### src/rtl/snp_pkg.sv
// Package: shared types and constants for the nametable page snooper.
// Assumes a 14-bit video address space with nametables in 0x2000-0x2FFF.
package snp_pkg;
    localparam int ADDR_W_DEF     = 14;
    localparam int PAGE_BIT_DEF   = 10;
    localparam int REGION_MSB_DEF = 13;
    localparam int REGION_LSB_DEF = 12;
    localparam int REGION_VAL_DEF = 2;

    // Classification of the fetch on the bus in the current cycle.
    typedef struct packed {
        logic nt;     // nametable read in progress
        logic right;  // fetch targets the right horizontal page
    } fetch_kind_t;
endpackage

### src/rtl/snp_fetch_class.sv
// Module: combinational classifier of the current fetch.
// Assumes the read strobe is high for the whole fetch cycle.
module snp_fetch_class
    import snp_pkg::*;
#(
    parameter int ADDR_W     = ADDR_W_DEF,
    parameter int PAGE_BIT   = PAGE_BIT_DEF,
    parameter int REGION_MSB = REGION_MSB_DEF,
    parameter int REGION_LSB = REGION_LSB_DEF,
    parameter int REGION_VAL = REGION_VAL_DEF
) (
    input  logic [ADDR_W-1:0] addr,
    input  logic              rd,
    output fetch_kind_t       kind
);
    localparam int RW = REGION_MSB - REGION_LSB + 1;
    localparam logic [RW-1:0] REGION_CODE = RW'(REGION_VAL);

    // Purpose: decode region and page of the fetch.
    always_comb begin
        kind.nt    = rd && (addr[REGION_MSB:REGION_LSB] == REGION_CODE);
        kind.right = kind.nt && addr[PAGE_BIT];
    end
endmodule

### src/rtl/snp_gap_detect.sv
// Module: finds the one-cycle idle slot that ends a scanline.
// Assumes the slot is exactly one cycle; longer idle runs are not gaps.
// gap_now is high in the first fetch cycle after such a slot.
module snp_gap_detect (
    input  logic clk,
    input  logic rst_n,
    input  logic rd,
    output logic gap_now
);
    logic rd_d1, rd_d2;

    // Purpose: keep two cycles of strobe history.
    always_ff @(posedge clk) begin
        if (!rst_n) begin
            rd_d1 <= 1'b0;
            rd_d2 <= 1'b0;
        end else begin
            rd_d1 <= rd;
            rd_d2 <= rd_d1;
        end
    end

    // Purpose: high, low, high pattern marks a line boundary.
    always_comb gap_now = rd && !rd_d1 && rd_d2;
endmodule

### src/rtl/snp_page_track.sv
// Module: per-line page-wrap tracker.
// Assumes gap_now is only high in a fetch cycle; the clear applies to that
// cycle's evaluation. ext_now is combinational for the current fetch.
module snp_page_track
    import snp_pkg::*;
(
    input  logic        clk,
    input  logic        rst_n,
    input  fetch_kind_t kind,
    input  logic        gap_now,
    output logic        ext_now
);
    logic seen_q, wrap_q;
    logic seen_n, wrap_n;
    logic seen_base, wrap_base;

    // Purpose: apply the line clear, then fold in the current fetch.
    always_comb begin
        seen_base = gap_now ? 1'b0 : seen_q;
        wrap_base = gap_now ? 1'b0 : wrap_q;
        seen_n    = seen_base;
        wrap_n    = wrap_base;
        if (kind.nt) begin
            wrap_n = wrap_base || (seen_base && !kind.right);
            seen_n = seen_base || kind.right;
        end
        ext_now = kind.nt && wrap_n;
    end

    // Purpose: hold tracking state between cycles.
    always_ff @(posedge clk) begin
        if (!rst_n) begin
            seen_q <= 1'b0;
            wrap_q <= 1'b0;
        end else begin
            seen_q <= seen_n;
            wrap_q <= wrap_n;
        end
    end
endmodule

### src/rtl/nt_page_ext.sv
// Module: top of the nametable page extension snooper.
// Watches the fetch bus and registers one extra nametable address bit.
// Assumes one fetch per pixel clock and a single idle slot per scanline.
module nt_page_ext
    import snp_pkg::*;
#(
    parameter int ADDR_W   = ADDR_W_DEF,
    parameter int PAGE_BIT = PAGE_BIT_DEF
) (
    input  logic              clk,
    input  logic              rst_n,
    input  logic [ADDR_W-1:0] fetch_addr,
    input  logic              fetch_rd,
    output logic              ext_o
);
    fetch_kind_t kind;
    logic        gap_now;
    logic        ext_now;

    snp_fetch_class #(
        .ADDR_W   (ADDR_W),
        .PAGE_BIT (PAGE_BIT)
    ) u_class (
        .addr (fetch_addr),
        .rd   (fetch_rd),
        .kind (kind)
    );

    snp_gap_detect u_gap (
        .clk     (clk),
        .rst_n   (rst_n),
        .rd      (fetch_rd),
        .gap_now (gap_now)
    );

    snp_page_track u_track (
        .clk     (clk),
        .rst_n   (rst_n),
        .kind    (kind),
        .gap_now (gap_now),
        .ext_now (ext_now)
    );

    // Purpose: register the output bit so it is stable over the cycle.
    always_ff @(posedge clk) begin
        if (!rst_n) ext_o <= 1'b0;
        else        ext_o <= ext_now;
    end
endmodule

### config.mk
export PLATFORM = sky130hd
export DESIGN_NAME = nt_page_ext
export DESIGN_NICKNAME = d
export VERILOG_FILES = /design/src/rtl/snp_pkg.sv /design/src/rtl/snp_fetch_class.sv /design/src/rtl/snp_gap_detect.sv /design/src/rtl/snp_page_track.sv /design/src/rtl/nt_page_ext.sv
export SDC_FILE = /design/constraint.sdc
export NUM_CORES = 1
export LEC_CHECK = 0
export ABC_AREA = 1
export BUFFER_PORTS_ARGS = -buffer_cell sky130_fd_sc_hd__buf_2
export CAP_MARGIN = 20
export CORE_AREA = 5 5 42 44
export DETAILED_ROUTE_END_ITERATION = 6
export DIE_AREA = 0 0 47 49
export MAX_ROUTING_LAYER = met4
export SYNTH_ARGS = -nofsm -noshare
export SYNTH_HDL_FRONTEND = slang
export SYNTH_HIERARCHICAL = 1
export SYNTH_SLANG_ARGS = --single-unit
### constraint.sdc
create_clock -name clk -period 2.5 [get_ports clk]
set_input_delay 0.25 -clock clk [delete_from_list [all_inputs] [get_ports clk]]
set_output_delay 0.25 -clock clk [all_outputs]
set_load 0.02 [all_outputs]
# Yosys cells after proc, flatten, opt, wreduce, memory -nomap -nowiden
# Index checks and enable logic that the tools add are counted.
[totals]
word_cells = 20
register_bits = 5
out_inout_bits = 1
inputBits = 17
[op_classes]
n_mux = 4
n_reduce_logical = 10
eq_ne = 1
[ops]
columns = ["operator", "n"]
rows = [
  ["1-bit logical AND", 6],
  ["1-bit two-way mux", 4],
  ["2-bit == test (second input constant)", 1],
  ["1-bit zero test", 2],
  ["1-bit logical OR", 2],
]

# Depth between registers and ports, before layout
[logic_depth]
ltp_word = 8
mapped_depth = 9

# By module
# Netlist, hierarchy kept.
[by_module_without_submodules]
columns = ["mod", "seq_area_each_um2", "cells_per_inst", "n_inst", "area_per_inst_um2"]
rows = [
  ["snp_page_track", 40.0, 14, 1, 93.8],
  ["snp_gap_detect", 40.0, 8, 1, 65.1],
  ["nt_page_ext", 20.0, 3, 1, 27.5],
  ["snp_fetch_class", 0.0, 5, 1, 27.5],
]

# Worst setup path after synthesis
# Ideal clock, no wire load.
[synth_path]
kind = "input to register"
start = "in fetch_addr[12]"
end = "reg ext_o"
setup_ns = 0.056
arrival_time_ns = 0.797
n_path_buf = 0
stages = 9
setup_slack_ns = 1.647
path_cell_list = "inv_1 -> nand3_2 -> inv_1 -> inv_2 -> nor2_2 -> nand2_1 -> a21oi_1 -> nand2_1 -> inv_1"
[synth_rtl]
columns = ["item", "line_no", "rtl"]
rows = [
  ["from (decl)", "nt_page_ext.sv:12", "input logic [ADDR_W-1:0] fetch_addr,"],
  ["to (signal assigned)", "nt_page_ext.sv:47", "else ext_o <= ext_now;"],
  ["to (decl)", "nt_page_ext.sv:14", "output logic ext_o"],
]

# Worst setup path after layout
[layout_path]
start = "reg ext_o"
end = "out ext_o"
# No word-level cell between the ends.

==> flow_summary_export.csv <==
group,metric,value,unit
floorplanning,rows,14,
hold_path,worstHoldPathCells,3,
cells_and_area,layout_commonest_cell,"inv_1",
setup_path,path_buf_inv,1,
synthesis,synth_mux_area_frac,0,
setup_path,crit_family,"flip-flops",
clock_tree,post_cts_buffers,0,
clock_tree,htree_num_levels,1,
setup_path,r2r_start,"u_gap/rd_d2",
cells_and_area,layout.nets,58,
job,cap_violations,0,
detailed_routing,drc,0,
timing,fin_ws,1.56,ns
clock_tree,cts.hold.buffers_added,0,
synthesis,syn_avg_cell_area,7.13,sq um
outcome,outcome,"finished clean",
timing,final_max_slew_viol_count,0,
grt,grt_pass1_vias,193,
setup_path,worstSetupStartpointType,"flip-flop",
timing,slew_headroom,0.923,
detailed_routing,drtIter0Drc,3,
setup_path,cp-end-kind,"output pin",
grt,antenna_found_initial,0,
setup_path,required,2.25,ns
placement,post-place-ws,1.49,ns
timing,final_hold_viol_count,0,
setup_path,critPathMaxFanout,1,
power_and_ir_drop,power.density,640,nW/um^2
clock_tree,cts_tree,"built",
synthesis,syn_area,214,sq um
floorplanning,die-area,2300,sq um
timing,rsz0062_at_grt,"no",
setup_path,r2r_cells,7,
detailed_routing,drt_wl_total,389,um
detailed_routing,antenna_left,0,
floorplanning,die_y,49,um
setup_path,cp-startpoint,"ext_o",
clock_tree,clk_latency,0.24,ns
setup_path,reg2reg_to,"ext_o",
grt,grt_start_max_net_pins,5,
floorplanning,start_util,0.153,
setup_path,cpPeakStageDelay,0.30,ns
placement,dp_hpwl,314,um
timing,period_share,0.375,
cells_and_area,drive_above_1_share,0.375,
synthesis,synth_adder_area_share,0,
clock_tree,cts.repair.resized,0,
synthesis,synth_top_family_by_area,"simple AND/OR/NAND/NOR gates",
detailed_routing,via_count,191,
timing,setup_violations,0,
synthesis,synthSimpleGateAreaFrac,0.287,
grt,grt_use_total,0.0455,
setup_path,r2r_slack,1.64,ns
power_and_ir_drop,p_leak,0.000159,uW
synthesis,synthesis.nets,47,
clock_tree,root_buffer,"clkbuf_4",
cells_and_area,antenna_cells,0,
hold_path,worstHoldStart,"rst_n",
floorplanning,die_x,47,um
setup_path,crit_chain,"buf_2",
setup_path,cp.arrival,0.69,ns
power_and_ir_drop,total_power,186,uW
timing,final.setup.tns,0,ns
clock_tree,cts_buffer_depth,2,
grt,grt_pass1_wl,655,um
clock_tree,cts-buffers-inserted,3,
floorplanning,coreArea,1400,sq um
detailed_routing,wl_per_cell,6.95,um
synthesis,synthCells,30,
timing,period_needed,0.938,ns
synthesis,synth_compound_area_frac,0.0702,
synthesis,ys_seq_elements,5,
floorplanning,io_pins,18,
synthesis,synth-seq-area-share,0.468,
detailed_routing,firstDrtPassIters,5,
synthesis,synthXorXnorAreaFrac,0,
clock_tree,cts_sinks,5,
clock_tree,clk_pin_slew,0.04,ns
synthesis,yosysWarningCount,6,
synthesis,synthDistinctLibCells,8,
timing,skew,0.00549,ns
power_and_ir_drop,ir_worst_vdd,0.000362,V
placement,port_buffers,6,
cells_and_area,final_cell_mix,"9 x inv_1, 6 x nand2_1, 6 x buf_2, 5 x dfxtp_1, 4 x nor2_2",
detailed_routing,via_per_inst,3.41,
setup_path,crit_type,"reg -> out",
grt,grt-ovfl-total,0,
placement,gp_congestion,0.759,
hold_path,min_to,"ext_o",
setup_path,cp_slowest_cell,"dfxtp_1",
timing,fmax,1.07,GHz
cells_and_area,area_delta_synth_final,35.7,%
timing,tightest_slew,0.116,ns
hold_path,hold_path_class,"in -> reg",
## worst max-delay path by stage
stage,to,slack [ns],cells past startpoint
after global routing,ext_o,1.51,7
after floorplan,ext_o,1.65,9
after global placement,ext_o,1.50,10
after detailed placement,ext_o,1.49,10
after CTS,ext_o,1.55,1
final,ext_o,1.56,1
## state kept, by name, summed over array words and instances (netlist names)
signal          flops
ext_o               1
u_gap/rd_d1         1
u_gap/rd_d2         1
u_track/seen_q      1
u_track/wrap_q      1
## synth_stat cells
cell     number  area share
inv_1         9        0.16
nand2_1       6        0.11
dfxtp_1       5        0.47
nor2_2        4        0.12
a21oi_1       3       0.070
inv_2         1       0.018
nand3_2       1       0.047
nor2_1        1       0.018
## layer usage
| layer | GRT usage | wire, um | share of wire | vias to the layer above |
|---|---|---|---|---|
| met2 | 0.0588 | 168 | 0.43 | 8 |
| met4 | 0 | 0 | 0 | 0 |
| li1 | - | - | - | 104 |
| met1 | 0.0419 | 164 | 0.42 | 79 |
| met3 | 0.0664 | 55 | 0.14 | 0 |
| met5 | - | 0 | 0 | - |
## stage by stage
step	cells	cell area, sq um	hold WS, ns	utilization
detailed placement	52	264	0.437	0.188
global placement	52	264	0.428	0.188
floorplan	30	214	0.343	-
finish	56	290	0.239	0.207
CTS	56	290	0.237	0.207
global route	56	290	0.246	0.207
## worst register-to-register path, delay by kind of cell (launching register included)
kind | cells | cell delay [ns]
flip-flops | 1 | 0.29
buffers and inverters | 1 | 0.04
AND/OR/NAND/NOR | 5 | 0.38
AO/OA/AOI/OAI | 1 | 0.12
## power by group
group | switching [uW] | internal [uW]
Clock | 31.6 | 60.3
Combinational | 6.46 | 4.99
Sequential | 0.705 | 81.7
Total | 38.8 | 147
## cell type report
cell class,instances,area (sq um)
multi-input combinational,15,76.3
sequential,5,100
tap,16,20.0
inverter,10,37.5
timing repair buffer,6,30.0
clock buffer,4,26.3
fill,169,1110
## logic make-up (layout without fill, tap and decap cells)
family | count (synthesis) | after routing
AND/OR/NAND/NOR | 12 | 12
buffers and inverters | 10 | 20
flip-flops | 5 | 5
AO/OA/AOI/OAI | 3 | 3
Note: power is estimated with default switching activity, not from simulation.
